[src/rtl/callret_pkg.sv]
package callret_pkg;

  typedef enum logic [1:0] {
    CLS_NONE = 2'b00,
    CLS_CALL = 2'b01,
    CLS_RET  = 2'b10,
    CLS_RSVD = 2'b11
  } opClass_e;

  // strobes from control to datapath
  typedef struct packed {
    logic push;       // save a pair
    logic pop;        // drop the top pair
    logic toCall;     // nextPc from call target
    logic toRet;      // nextPc from saved address
    logic mixStored;  // resultC = A ^ saved value
    logic writeC;     // result write enable
  } crStrobe_t;

  localparam int unsigned INSTR_BYTES = 16;
  localparam int unsigned DATA_W      = 64;

endpackage

[src/rtl/callRetCtrl.sv]
module callRetCtrl
  import callret_pkg::*;
(
  input  logic       instValid,
  input  logic [1:0] opClass,
  input  logic       cmpLe,
  input  logic       stkEmpty,
  input  logic       stkFull,
  output crStrobe_t  strobe
);

  opClass_e cls;
  logic isCall;
  logic isRet;
  logic callGo;
  logic retGo;

  always_comb begin
    cls    = opClass_e'(opClass);
    isCall = instValid && (cls == CLS_CALL);
    isRet  = instValid && (cls == CLS_RET);
    // a full stack blocks a call, an empty one blocks a return
    callGo = isCall && cmpLe && !stkFull;
    retGo  = isRet && cmpLe && !stkEmpty;
  end

  always_comb begin
    strobe           = '0;
    strobe.push      = callGo;
    strobe.toCall    = callGo;
    strobe.pop       = retGo;
    strobe.toRet     = retGo;
    strobe.mixStored = retGo;
    // not-taken call and every return write C
    strobe.writeC    = (isCall && !callGo) || isRet;
  end

endmodule

[src/rtl/callRetDatapath.sv]
module callRetDatapath
  import callret_pkg::*;
#(
  parameter int DEPTH = 8,
  parameter int PC_W  = 12
) (
  input  logic              clk,
  input  logic              rstN,
  input  crStrobe_t         strobe,
  input  logic [63:0]       opA,
  input  logic [63:0]       opB,
  input  logic [31:0]       imm32,
  input  logic [7:0]        imm8,
  input  logic [PC_W-1:0]   pcIn,
  output logic              cmpLe,
  output logic              stkEmpty,
  output logic              stkFull,
  output logic [PC_W-1:0]   nextPc,
  output logic [63:0]       resultC
);

  localparam int IDX_W = (DEPTH > 1) ? $clog2(DEPTH) : 1;
  localparam int CNT_W = $clog2(DEPTH + 1);

  logic [DATA_W-1:0] valMem [DEPTH];
  logic [PC_W-1:0]   retMem [DEPTH];
  logic [CNT_W-1:0]  fillCnt;
  logic [IDX_W-1:0]  topIdx;
  logic [IDX_W-1:0]  wrIdx;

  logic [63:0]       limitExt;
  logic [11:0]       ofsFull;
  logic [PC_W-1:0]   seqPc;
  logic [PC_W-1:0]   callTgt;

  // unsigned compare against the sign-extended immediate
  always_comb begin
    limitExt = {{32{imm32[31]}}, imm32};
    cmpLe    = (opB <= limitExt);
  end

  // PC arithmetic wraps at the width of pcIn
  always_comb begin
    ofsFull = {({1'b0, imm8[6:0]} + 8'd1), 4'b0000};
    seqPc   = pcIn + PC_W'(INSTR_BYTES);
    callTgt = pcIn + PC_W'(ofsFull);
  end

  always_comb begin
    stkEmpty = (fillCnt == '0);
    stkFull  = (fillCnt == CNT_W'(DEPTH));
    wrIdx    = IDX_W'(fillCnt);
    topIdx   = stkEmpty ? '0 : IDX_W'(fillCnt - CNT_W'(1));
  end

  always_ff @(posedge clk or negedge rstN) begin
    if (!rstN) begin
      fillCnt <= '0;
    end else if (strobe.push) begin
      fillCnt <= fillCnt + CNT_W'(1);
    end else if (strobe.pop) begin
      fillCnt <= fillCnt - CNT_W'(1);
    end
  end

  always_ff @(posedge clk) begin
    for (int e = 0; e < DEPTH; e++) begin
      if (strobe.push && (wrIdx == IDX_W'(e))) begin
        valMem[e] <= opA;
        retMem[e] <= seqPc;
      end
    end
  end

  always_comb begin
    if (strobe.toCall)      nextPc = callTgt;
    else if (strobe.toRet)  nextPc = retMem[topIdx];
    else                    nextPc = seqPc;
  end

  always_comb begin
    resultC = strobe.mixStored ? (opA ^ valMem[topIdx]) : opA;
  end

endmodule

[src/rtl/callRetUnit.sv]
module callRetUnit
  import callret_pkg::*;
#(
  parameter int  PROG_INSTR = 256,
  parameter int  DEPTH      = 8,
  localparam int PC_W       = $clog2(PROG_INSTR) + 4
) (
  input  logic            clk,
  input  logic            rstN,
  input  logic            instValid,
  input  logic [1:0]      opClass,
  input  logic [63:0]     opA,
  input  logic [63:0]     opB,
  input  logic [31:0]     imm32,
  input  logic [7:0]      imm8,
  input  logic [PC_W-1:0] pcIn,
  output logic [PC_W-1:0] nextPc,
  output logic [63:0]     resultC,
  output logic            resultWe,
  output logic            stackPush,
  output logic            stackPop
);

  crStrobe_t strobe;
  logic      cmpLe;
  logic      stkEmpty;
  logic      stkFull;

  callRetCtrl ctrl_i (
    .instValid (instValid),
    .opClass   (opClass),
    .cmpLe     (cmpLe),
    .stkEmpty  (stkEmpty),
    .stkFull   (stkFull),
    .strobe    (strobe)
  );

  callRetDatapath #(
    .DEPTH (DEPTH),
    .PC_W  (PC_W)
  ) dp_i (
    .clk      (clk),
    .rstN     (rstN),
    .strobe   (strobe),
    .opA      (opA),
    .opB      (opB),
    .imm32    (imm32),
    .imm8     (imm8),
    .pcIn     (pcIn),
    .cmpLe    (cmpLe),
    .stkEmpty (stkEmpty),
    .stkFull  (stkFull),
    .nextPc   (nextPc),
    .resultC  (resultC)
  );

  assign resultWe  = strobe.writeC;
  assign stackPush = strobe.push;
  assign stackPop  = strobe.pop;

endmodule

[config.mk]
export PLATFORM = sky130hd
export DESIGN_NAME = callRetUnit
export DESIGN_NICKNAME = d
export VERILOG_FILES = /design/src/rtl/callret_pkg.sv /design/src/rtl/callRetCtrl.sv /design/src/rtl/callRetDatapath.sv /design/src/rtl/callRetUnit.sv
export SDC_FILE = /design/constraint.sdc
export NUM_CORES = 1
export LEC_CHECK = 0
export ABC_AREA = 1
export BUFFER_PORTS_ARGS = -buffer_cell sky130_fd_sc_hd__buf_2
export CAP_MARGIN = 20
export CELL_PAD_IN_SITES_DETAIL_PLACEMENT = 1
export CELL_PAD_IN_SITES_GLOBAL_PLACEMENT = 2
export CORE_MARGIN = 5
export CORE_UTILIZATION = 34
export DETAILED_ROUTE_END_ITERATION = 12
export MAX_ROUTING_LAYER = met4
export PLACE_DENSITY = 0.7
export RECOVER_POWER = 25
export SETUP_SLACK_MARGIN = 0.05
export SYNTH_ARGS = -nofsm -noshare
export SYNTH_HDL_FRONTEND = slang
export SYNTH_SLANG_ARGS = --single-unit
[constraint.sdc]
create_clock -name clk -period 22.2 [get_ports clk]
set_input_delay 3.33 -clock clk [delete_from_list [all_inputs] [get_ports clk]]
set_output_delay 3.33 -clock clk [all_outputs]
set_load 0.005 [all_outputs]
; ---- After elaboration in Yosys (flattened, before gate mapping)
; Memory sizes are Yosys's and may differ from the RTL's.
; Index checks and enable logic that the tools add are counted.
[totals]
out_inout_bits = 79
ramBits = 608
input_bits = 185
ff_bits = 4
wordCells = 120
n_memories = 2
[memory_table]
columns = name, words, width, rd, rd_clocked_by_memory_dff, wr, line
row1 = dp_i.valMem, 8, 64, 1, 0, 1, callRetDatapath.sv:25  ; logic [DATA_W-1:0] valMem [DEPTH];
row2 = dp_i.retMem, 8, 12, 1, 0, 1, callRetDatapath.sv:26  ; logic [PC_W-1:0] retMem [DEPTH];
[op_classes]
mux = 64
add_sub_neg = 5
eq_ne = 10
reduce_logical = 36
n_lt_le_gt_ge = 1
bitwise = 1
[op_table]
columns = operator, n
row1 = 64-bit 2-to-1 mux, 8
row2 = 64-bit OR reduction, 7
row3 = 12-bit 2-to-1 mux, 9
row4 = 12-bit OR reduction, 7
row5 = 64-bit less-or-equal comparator, 1
row6 = 64-bit XOR, 1
row7 = 3-bit 2-to-1 mux, 15
row8 = 1-bit 2-to-1 mux, 30
row9 = 1-bit logical AND, 15
row10 = 12-bit adder, 1
row11 = "12-bit by 5-bit adder with 12-bit output, second input constant", 1
row12 = "3-bit equality test, second input constant", 4
row13 = "7-bit by 1-bit adder with 8-bit output, second input constant", 1
row14 = 4-bit 2-to-1 mux, 2
row15 = "3-bit by 2-bit equality test with 1-bit output, second input constant", 2
row16 = "4-bit by 1-bit adder with 4-bit output, second input constant", 1
row17 = "4-bit equality test, second input constant", 1
row18 = 4-bit zero test, 1
row19 = "4-bit by 1-bit subtractor with 4-bit output, second input constant", 1
row20 = "3-bit by 1-bit equality test with 1-bit output, second input constant", 1
row21 = 1-bit zero test, 3
row22 = 3-bit zero test, 1
row23 = "2-bit by 1-bit equality test with 1-bit output, second input constant", 1
row24 = "2-bit equality test, second input constant", 1
row25 = 2 further kinds, 2

; ---- Depth between registers and ports, before layout
; Gate-level depths: netlist (run 1).
[depth]
depth_word = 15
depth_mapped = 22
depth_no_buf = 20

; ---- Cells and area by module
; From an unflattened synthesis (run 1), not the netlist that was laid out.
[hier_totals]
hier_cells = 2894
area_unflattened_um2 = 29196.8
[by_module_without_submodules]
columns = mod, area_each_um2, seq_area_each_um2, cells_per_inst, instances
row1 = callRetDatapath, 29107.9, 18357.6, 2878, 1
row2 = callRetCtrl, 88.8, 0.0, 16, 1

; ---- Least setup slack after synthesis (run 1)
; No wires, ideal clock.
[synth_path]
path_type = input-to-reg
startpoint = input port imm32[31]
endpoint = memory dp_i.retMem[1][0] (enable)
required_ns = 21.596
cell_stages = 16
setup_ns = 0.604
arrival_time_ns = 10.362
n_path_buf = 1
slack_ns = 11.234
path_cell_list = inv_1 -> ha_1 -> nand2_1 -> nor2_1 -> nand2_1 -> nor2_1 -> nand2_1 -> o21ai_0 -> nor2_1 -> nand2_1 -> nand2_1 -> nand2_1 -> nand2_2 -> nand2_1 -> buf_2 -> nor3_1
[synth_via]
elab_chain_len = 14
word_cells_on_any_way = 48
classes_between = 1 x order compare / 30 x mux / 17 x reduce/logical
[synth_rtl]
columns = element, line
row1 = "start, declared", callRetUnit.sv:14  ; input logic [31:0] imm32,
row2 = 64-bit less-or-equal comparator *, callRetDatapath.sv:39  ; cmpLe = (opB <= limitExt);
row3 = 1-bit logical AND * (2 in series), callRetCtrl.sv:23  ; callGo = isCall && cmpLe && !stkFull;
row4 = 1-bit logical AND, callRetDatapath.sv:68  ; if (strobe.push && (wrIdx == IDX_W'(e))) begin
row5 = 1-bit 2-to-1 mux, callRetDatapath.sv:68
row6 = 1-bit 2-to-1 mux (implied by the code), callRetDatapath.sv:70  ; retMem[e] <= seqPc;
row7 = 12-bit OR reduction (no source line), --
row8 = 3-bit 2-to-1 mux (no source line) or 1-bit 2-to-1 mux (tied branches) (7 in series), --
row9 = "end, declared", callRetDatapath.sv:26
; Mark *: on every way between the ends. The rest lies on a longest branch, timed or not.

; ---- Worst setup path after layout (run 1)
[layout_path]
startpoint = input port imm32[31]
endpoint = output port resultC[20]
[layout_via]
elab_chain_len = 4
[layout_rtl]
columns = element, line
row1 = 64-bit less-or-equal comparator, callRetDatapath.sv:39
row2 = 1-bit logical AND (2 in series), callRetCtrl.sv:24  ; retGo = isRet && cmpLe && !stkEmpty;
row3 = 64-bit 2-to-1 mux, callRetDatapath.sv:82  ; resultC = strobe.mixStored ? (opA ^ valMem[topIdx]) : opA;
row4 = "end, declared", callRetUnit.sv:18  ; output logic [63:0] resultC,
; Every way passes these cells.

==> results of run 1 <==
flip-flops by register name (all words and copies together) (netlist names):
| signal | cells |
|---|---|
| dp_i.retMem | 96 |
| dp_i.fillCnt | 4 |
| dp_i.valMem | 512 |
per-stage QoR:
step / util [%] / setup WS (ps) / std cells / power, uW / hold WS (ps)
6_report: 39.3 / 12110 / 3834 / 4140 / 626
2_1_floorplan: - / 11230 / 2492 / 2660 / 536
3_3_place_gp: 36.9 / 11610 / 3721 / 3120 / 605
5_1_grt: 39.3 / 11670 / 3834 / 4440 / 662
4_1_cts: 39.3 / 11500 / 3830 / 4220 / 626
3_5_place_dp: 36.9 / 11520 / 3721 / 3180 / 611
worst paths after layout:
kind                       slack, ps                  to  cells past startpoint
min                              630     dp_i.fillCnt[1]                      2
min reg2reg                      630     dp_i.fillCnt[1]                      2
max in group asynchronous      19430     dp_i.fillCnt[0]                      1
max                            12110         resultC[20]                     19
max reg2reg                    18040  dp_i.valMem[0][13]                      8
min in group asynchronous       2570     dp_i.fillCnt[3]                      1
routing by layer:
layer | track usage [%] | routed length [um] | vias to the layer above
li1 | - | - | 9183
met1 | 21.4 | 34200 | 9829
met2 | 32.8 | 41300 | 275
met3 | 2.70 | 2310 | 108
met4 | 3.94 | 1550 | 0
met5 | - | 0 | -
critical path, cell delays in order:
cell	delay (ps)
buf_2	70
inv_1	140
buf_16	220
ha_1	300
nand2_1	70
inv_1	60
nand3_1	120
nor3_2	160
nand4_1	100
nor2_1	250
nand2_1	90
nand2_1	80
nand2_2	110
nand2_4	420
buf_4	750
nor2_1	80
nand2_1	90
nand2_1	110
buf_2	160
placed cells by master (no fill, tap or decap), types with 71 or more instances in the layout:
cell type  count
o21ai_1       74
inv_1        105
or2_2         75
nor2_1       127
clkbuf_16     71
buf_2        215
nand3_1      114
a21oi_1      147
ha_1          81
nand2_1      721
edfxtp_1     608
kinds of logic (layout without fill, tap and decap cells):
family	Yosys count	after routing	synth area share (%)
buffers and inverters	244	513	4.05
adder cells (fa/ha/maj)	82	82	3.69
XOR/XNOR	49	49	1.53
AO/OA/AOI/OAI	421	421	9.07
other	0	3	0
AND/OR/NAND/NOR	1084	1084	16.2
flip-flops	612	612	65.5
power by group:
group,internal [uW],switching (uW)
sequential,1300,12.3
combinational,566,1240
clock,599,425
area by class of cell:
| cell class | count | share of cell area (%) |
|---|---|---|
| diodes | 3 | 0.0233 |
| clock buffers | 84 | 5.66 |
| clock inverters | 25 | 0.489 |
| inverters | 112 | 1.34 |
| multi-input cells | 1636 | 26.7 |
| flip-flops and latches | 612 | 57.0 |
| well taps | 1070 | 4.15 |
| repair buffers | 292 | 4.65 |
==> impl_metrics.env, run 1 <==
export IMPL_fillers=8978
export IMPL_final_period_utilization_pct=45.4
export IMPL_fin_nets=2988
export IMPL_die_area_mm2=0.0883
export IMPL_rr_startpoint="dp_i.fillCnt[0]"
export IMPL_p_per_area_mw_per_mm2=129
export IMPL_grt_pass1_vias=21100
export IMPL_clock_sinks=612
export IMPL_min_from="dp_i.fillCnt[1]"
export IMPL_crit_arrival_ps=6760
export IMPL_grt_overflow=0
export IMPL_cts_root_buffer="clkbuf_16"
export IMPL_yosysMostFrequentCell="nand2_1"
export IMPL_finalWorstPathRequiredPeriod_ps=10090
export IMPL_crit_fanout=67
export IMPL_async_flop_share_pct=0.654
export IMPL_drtAntennaViolNets=0
export IMPL_grt_usage_pct=18.1
export IMPL_synth_top_area_cell="edfxtp_1"
export IMPL_clock_latency_ps=580
export IMPL_cts_resized=0
export IMPL_core_mm2=0.0820
export IMPL_area_growth_pct=14.9
export IMPL_postCtsSetupRepairBufs=0
export IMPL_antenna_found_initial=3
export IMPL_place_hpwl_um=45500
export IMPL_cts_tree="built"
export IMPL_crit_type="primary input to primary output"
export IMPL_fmax_ghz=0.0991
export IMPL_worst_pin_slew_ps=1040
export IMPL_grt_pass1_wl_um=122000
export IMPL_synth_top_area_share_pct=65.1
export IMPL_htreeDepth=3
export IMPL_ys_warn_count=0
export IMPL_fp_dieH_um=297
export IMPL_cap_violations=0
export IMPL_ys_ff_latch=612
export IMPL_drive_gt1_share_pct=15.4
export IMPL_syn_area_mm2=0.0280
export IMPL_vias=19400
export IMPL_status="complete, no violations"
export IMPL_setup_violations=0
export IMPL_maxSlewHeadroom_pct=30.3
export IMPL_grt_max_degree=136
export IMPL_place_congestion=0.755
export IMPL_holdBufCountCts=0
export IMPL_hp_class="register to register"
export IMPL_ctsLongestPathBuffers=3
export IMPL_hold_viol=0
export IMPL_grt_setup_unrepaired="false"
export IMPL_synth_edf_count=608
export IMPL_synth_common_cells="nand2_1, edfxtp_1, a21oi_1"
export IMPL_peakVddDrop_mv=0.109
export IMPL_synthTopCellsByArea="edfxtp_1, nand2_1, ha_1"
export IMPL_vias_per_cell=5.06
export IMPL_syn_area_per_cell_um2=11.3
export IMPL_place_area_mm2=0.0303
export IMPL_wl_per_cell_um=20.7
export IMPL_cp_end_kind="primary output"
export IMPL_p_leak_uw=0.0122
export IMPL_fin_skew_ps=15.1
export IMPL_yosysUniqueCellTypes=45
export IMPL_dieWidth_um=297
export IMPL_clk_pin_slew_ps=60
export IMPL_dr_pass1_iters=5
export IMPL_yosys_most_used_dff="edfxtp_1"
export IMPL_synthCells=2492
export IMPL_start_util_pct=34.2
export IMPL_num_rows=105
export IMPL_fin_area_mm2=0.0322
export IMPL_tns_ps=0
export IMPL_numCtsBuffers=67
export IMPL_drt_wl_total_um=79300
export IMPL_multiInputGateArea_mm2=0.00862
export IMPL_drv_slew=0
export IMPL_syn_nets=2759
export IMPL_ys_seq_area_share_pct=65.5
export IMPL_critPathRequiredTime_ps=18870
export IMPL_num_io_pins=264
export IMPL_cp_startpoint="imm32[31]"
export IMPL_port_buffers=262
export IMPL_worst_setup_path_start_kind="primary input"
export IMPL_drc=0
export IMPL_drt_initial_drc_count=996
export IMPL_regArea_mm2=0.0184
Note: power is estimated with default switching activity, not from simulation.
==> run 2: changes to the inputs <==
- ABC_AREA: 1 -> 0
- PLACE_DENSITY: 0.7 -> 0.65
- clock period: 22.2 -> 9.45 ns (I/O delays scaled with it)
==> impl_metrics.env, run 2 <==
export IMPL_syn_nets=2021
export IMPL_dieWidth_um=295
export IMPL_rr_worst_depth=6
export IMPL_synth_top_area_cell="edfxtp_1"
export IMPL_hp_class="register to register"
export IMPL_p_leak_uw=0.0113
export IMPL_syn_area_mm2=0.0275
export IMPL_status="complete, no violations"
export IMPL_core_mm2=0.0804
export IMPL_syn_area_per_cell_um2=15.7
export IMPL_drt_wl_total_um=70600
export IMPL_drtAntennaViolNets=0
export IMPL_synth_top_area_share_pct=66.3
export IMPL_area_growth_pct=16.6
export IMPL_regMostFlops="dp_i.valMem"
export IMPL_place_congestion=0.753
export IMPL_final_period_utilization_pct=69.2
export IMPL_fin_skew_ps=7.11
export IMPL_clk_pin_slew_ps=60
export IMPL_drc=0
export IMPL_die_area_mm2=0.0868
export IMPL_num_io_pins=264
export IMPL_pre_cts_ws_ps=2480
export IMPL_fp_dieH_um=295
export IMPL_hold_viol=0
export IMPL_cts_tree="built"
export IMPL_clock_latency_ps=580
export IMPL_place_hpwl_um=40000
export IMPL_ys_ff_latch=612
export IMPL_synthTopCellsByArea="edfxtp_1, mux2i_1, ha_1"
export IMPL_tns_ps=0
export IMPL_peakVddDrop_mv=0.447
export IMPL_final_cell_mix="edfxtp_1, mux2i_1, buf_2"
export IMPL_largest_register_ff_count=512
export IMPL_p_per_area_mw_per_mm2=265
export IMPL_grt_pass1_wl_um=106000
export IMPL_final_common_cell="edfxtp_1"
export IMPL_num_rows=104
export IMPL_grt_max_degree=115
export IMPL_crit_type="primary input to primary output"
export IMPL_yosysUniqueCellTypes=58
export IMPL_reg_top3="dp_i.valMem x512, dp_i.retMem x96, dp_i.fillCnt x4"
export IMPL_synthCells=1754
export IMPL_ys_warn_count=0
export IMPL_finalWorstPathRequiredPeriod_ps=6540
export IMPL_crit_arrival_ps=5120
export IMPL_grt_pass1_vias=17600
export IMPL_cp_end_kind="primary output"
export IMPL_drive_gt1_share_pct=18.3
export IMPL_htreeDepth=3
export IMPL_fin_ws_ps=2910
export IMPL_wl_per_cell_um=22.6
export IMPL_cap_violations=0
export IMPL_ctsLongestPathBuffers=3
export IMPL_clock_sinks=612
export IMPL_vias_per_cell=5.13
export IMPL_hold_depth=1
export IMPL_grt_overflow=0
export IMPL_holdBufCountCts=0
export IMPL_yosys_most_used_dff="edfxtp_1"
export IMPL_fmax_ghz=0.153
export IMPL_synth_edf_count=608
export IMPL_cts_root_buffer="clkbuf_16"
export IMPL_drv_slew=0
export IMPL_cts_resized=0
export IMPL_grt_usage_pct=16.3
export IMPL_antenna_found_initial=3
export IMPL_async_flop_share_pct=0.654
export IMPL_setup_violations=0
export IMPL_worst_setup_path_start_kind="primary input"
export IMPL_finalPower_uw=8500
export IMPL_port_buffers=262
export IMPL_vias=16000
export IMPL_crit_fanout=36
export IMPL_dr_pass1_iters=4
export IMPL_numCtsBuffers=67
export IMPL_grt_setup_unrepaired="false"
export IMPL_fin_nets=2275
export IMPL_critPathRequiredTime_ps=8030
export IMPL_worst_pin_slew_ps=1070
export IMPL_drt_initial_drc_count=730
export IMPL_postCtsSetupRepairBufs=0
export IMPL_synth_common_cells="edfxtp_1, mux2i_1, ha_1"
export IMPL_yosysMostFrequentCell="edfxtp_1"
export IMPL_maxSlewHeadroom_pct=28.8
export IMPL_start_util_pct=34.3
export IMPL_ys_seq_area_share_pct=66.6
run 2: changes by cell type after synthesis, moves of 74 or more:
cell	before	now
mux2i_1	0	346
o21ai_1	74	0
nand2_1	721	65
nand3_1	114	37
nor2_1	131	20
a21oi_1	147	28
run 2: per-stage QoR:
stage                     util [%]  cell area [um2]  hold slack [ps]  std cells
after global routing          39.9            32100              568       3121
final                         39.9            32100              552       3121
after detailed placement      37.5            30200              554       2998
after global placement        37.5            30200              524       2998
after CTS                     40.0            32100              559       3117
after floorplan                  -            27500              487       1754
run 2: path summary, 6_finish.rpt:
kind | from | to | slack [ps]
min in group asynchronous | rstN | dp_i.fillCnt[3] | 660
max reg2reg | dp_i.fillCnt[0] | dp_i.valMem[5][43] | 5980
max in group asynchronous | rstN | dp_i.fillCnt[0] | 8580
max | imm32[31] | resultC[24] | 2910
min | dp_i.fillCnt[3] | dp_i.fillCnt[3] | 550
min reg2reg | dp_i.fillCnt[3] | dp_i.fillCnt[3] | 550
run 2: layout make-up:
| type | count | area [um2] |
|---|---|---|
| fillers | 8192 | 48300 |
| clock buffers | 83 | 1820 |
| multi-input cells | 984 | 8610 |
| flip-flops and latches | 612 | 18400 |
| repair buffers | 290 | 1620 |
| inverters | 53 | 199 |
| well taps | 1060 | 1330 |
| clock inverters | 36 | 165 |
| diodes | 3 | 7.51 |
run 2: cell families (layout without fill, tap and decap cells):
logic type	after synthesis	in the layout	synth area share, %
flip-flops	612	612	66.6
other	0	3	0
XOR/XNOR	85	85	2.70
AND/OR/NAND/NOR	168	168	3.07
adder cells (fa/ha/maj)	82	82	3.75
buffers and inverters	158	462	2.48
AO/OA/AOI/OAI	303	303	8.78
multiplexers	346	346	12.6
run 2: critical path: stages:
cell	delay [ps]
buf_2	100
inv_1	450
buf_8	250
ha_1	260
nand4_1	200
nor3_1	80
a221o_1	350
a211oi_1	230
o2111a_4	830
buf_4	410
o211ai_1	170
xnor2_1	200
buf_2	140
run 2: power by group:
part	total [uW]	internal [uW]	switching, uW
registers	3100	3050	44.3
clock network	2370	1360	1010
logic	3030	1260	1770
total	8500	5680	2820
run 2: per-layer routing:
metal | vias up | track usage (%) | routed length [um] | part of all wire (%)
met1 | 8247 | 19.4 | 29700 | 42
li1 | 7438 | - | - | -
met3 | 107 | 2.19 | 2080 | 2.9
met4 | 0 | 4.25 | 1560 | 2.2
met2 | 221 | 29.4 | 37300 | 53
met5 | - | - | 0 | 0
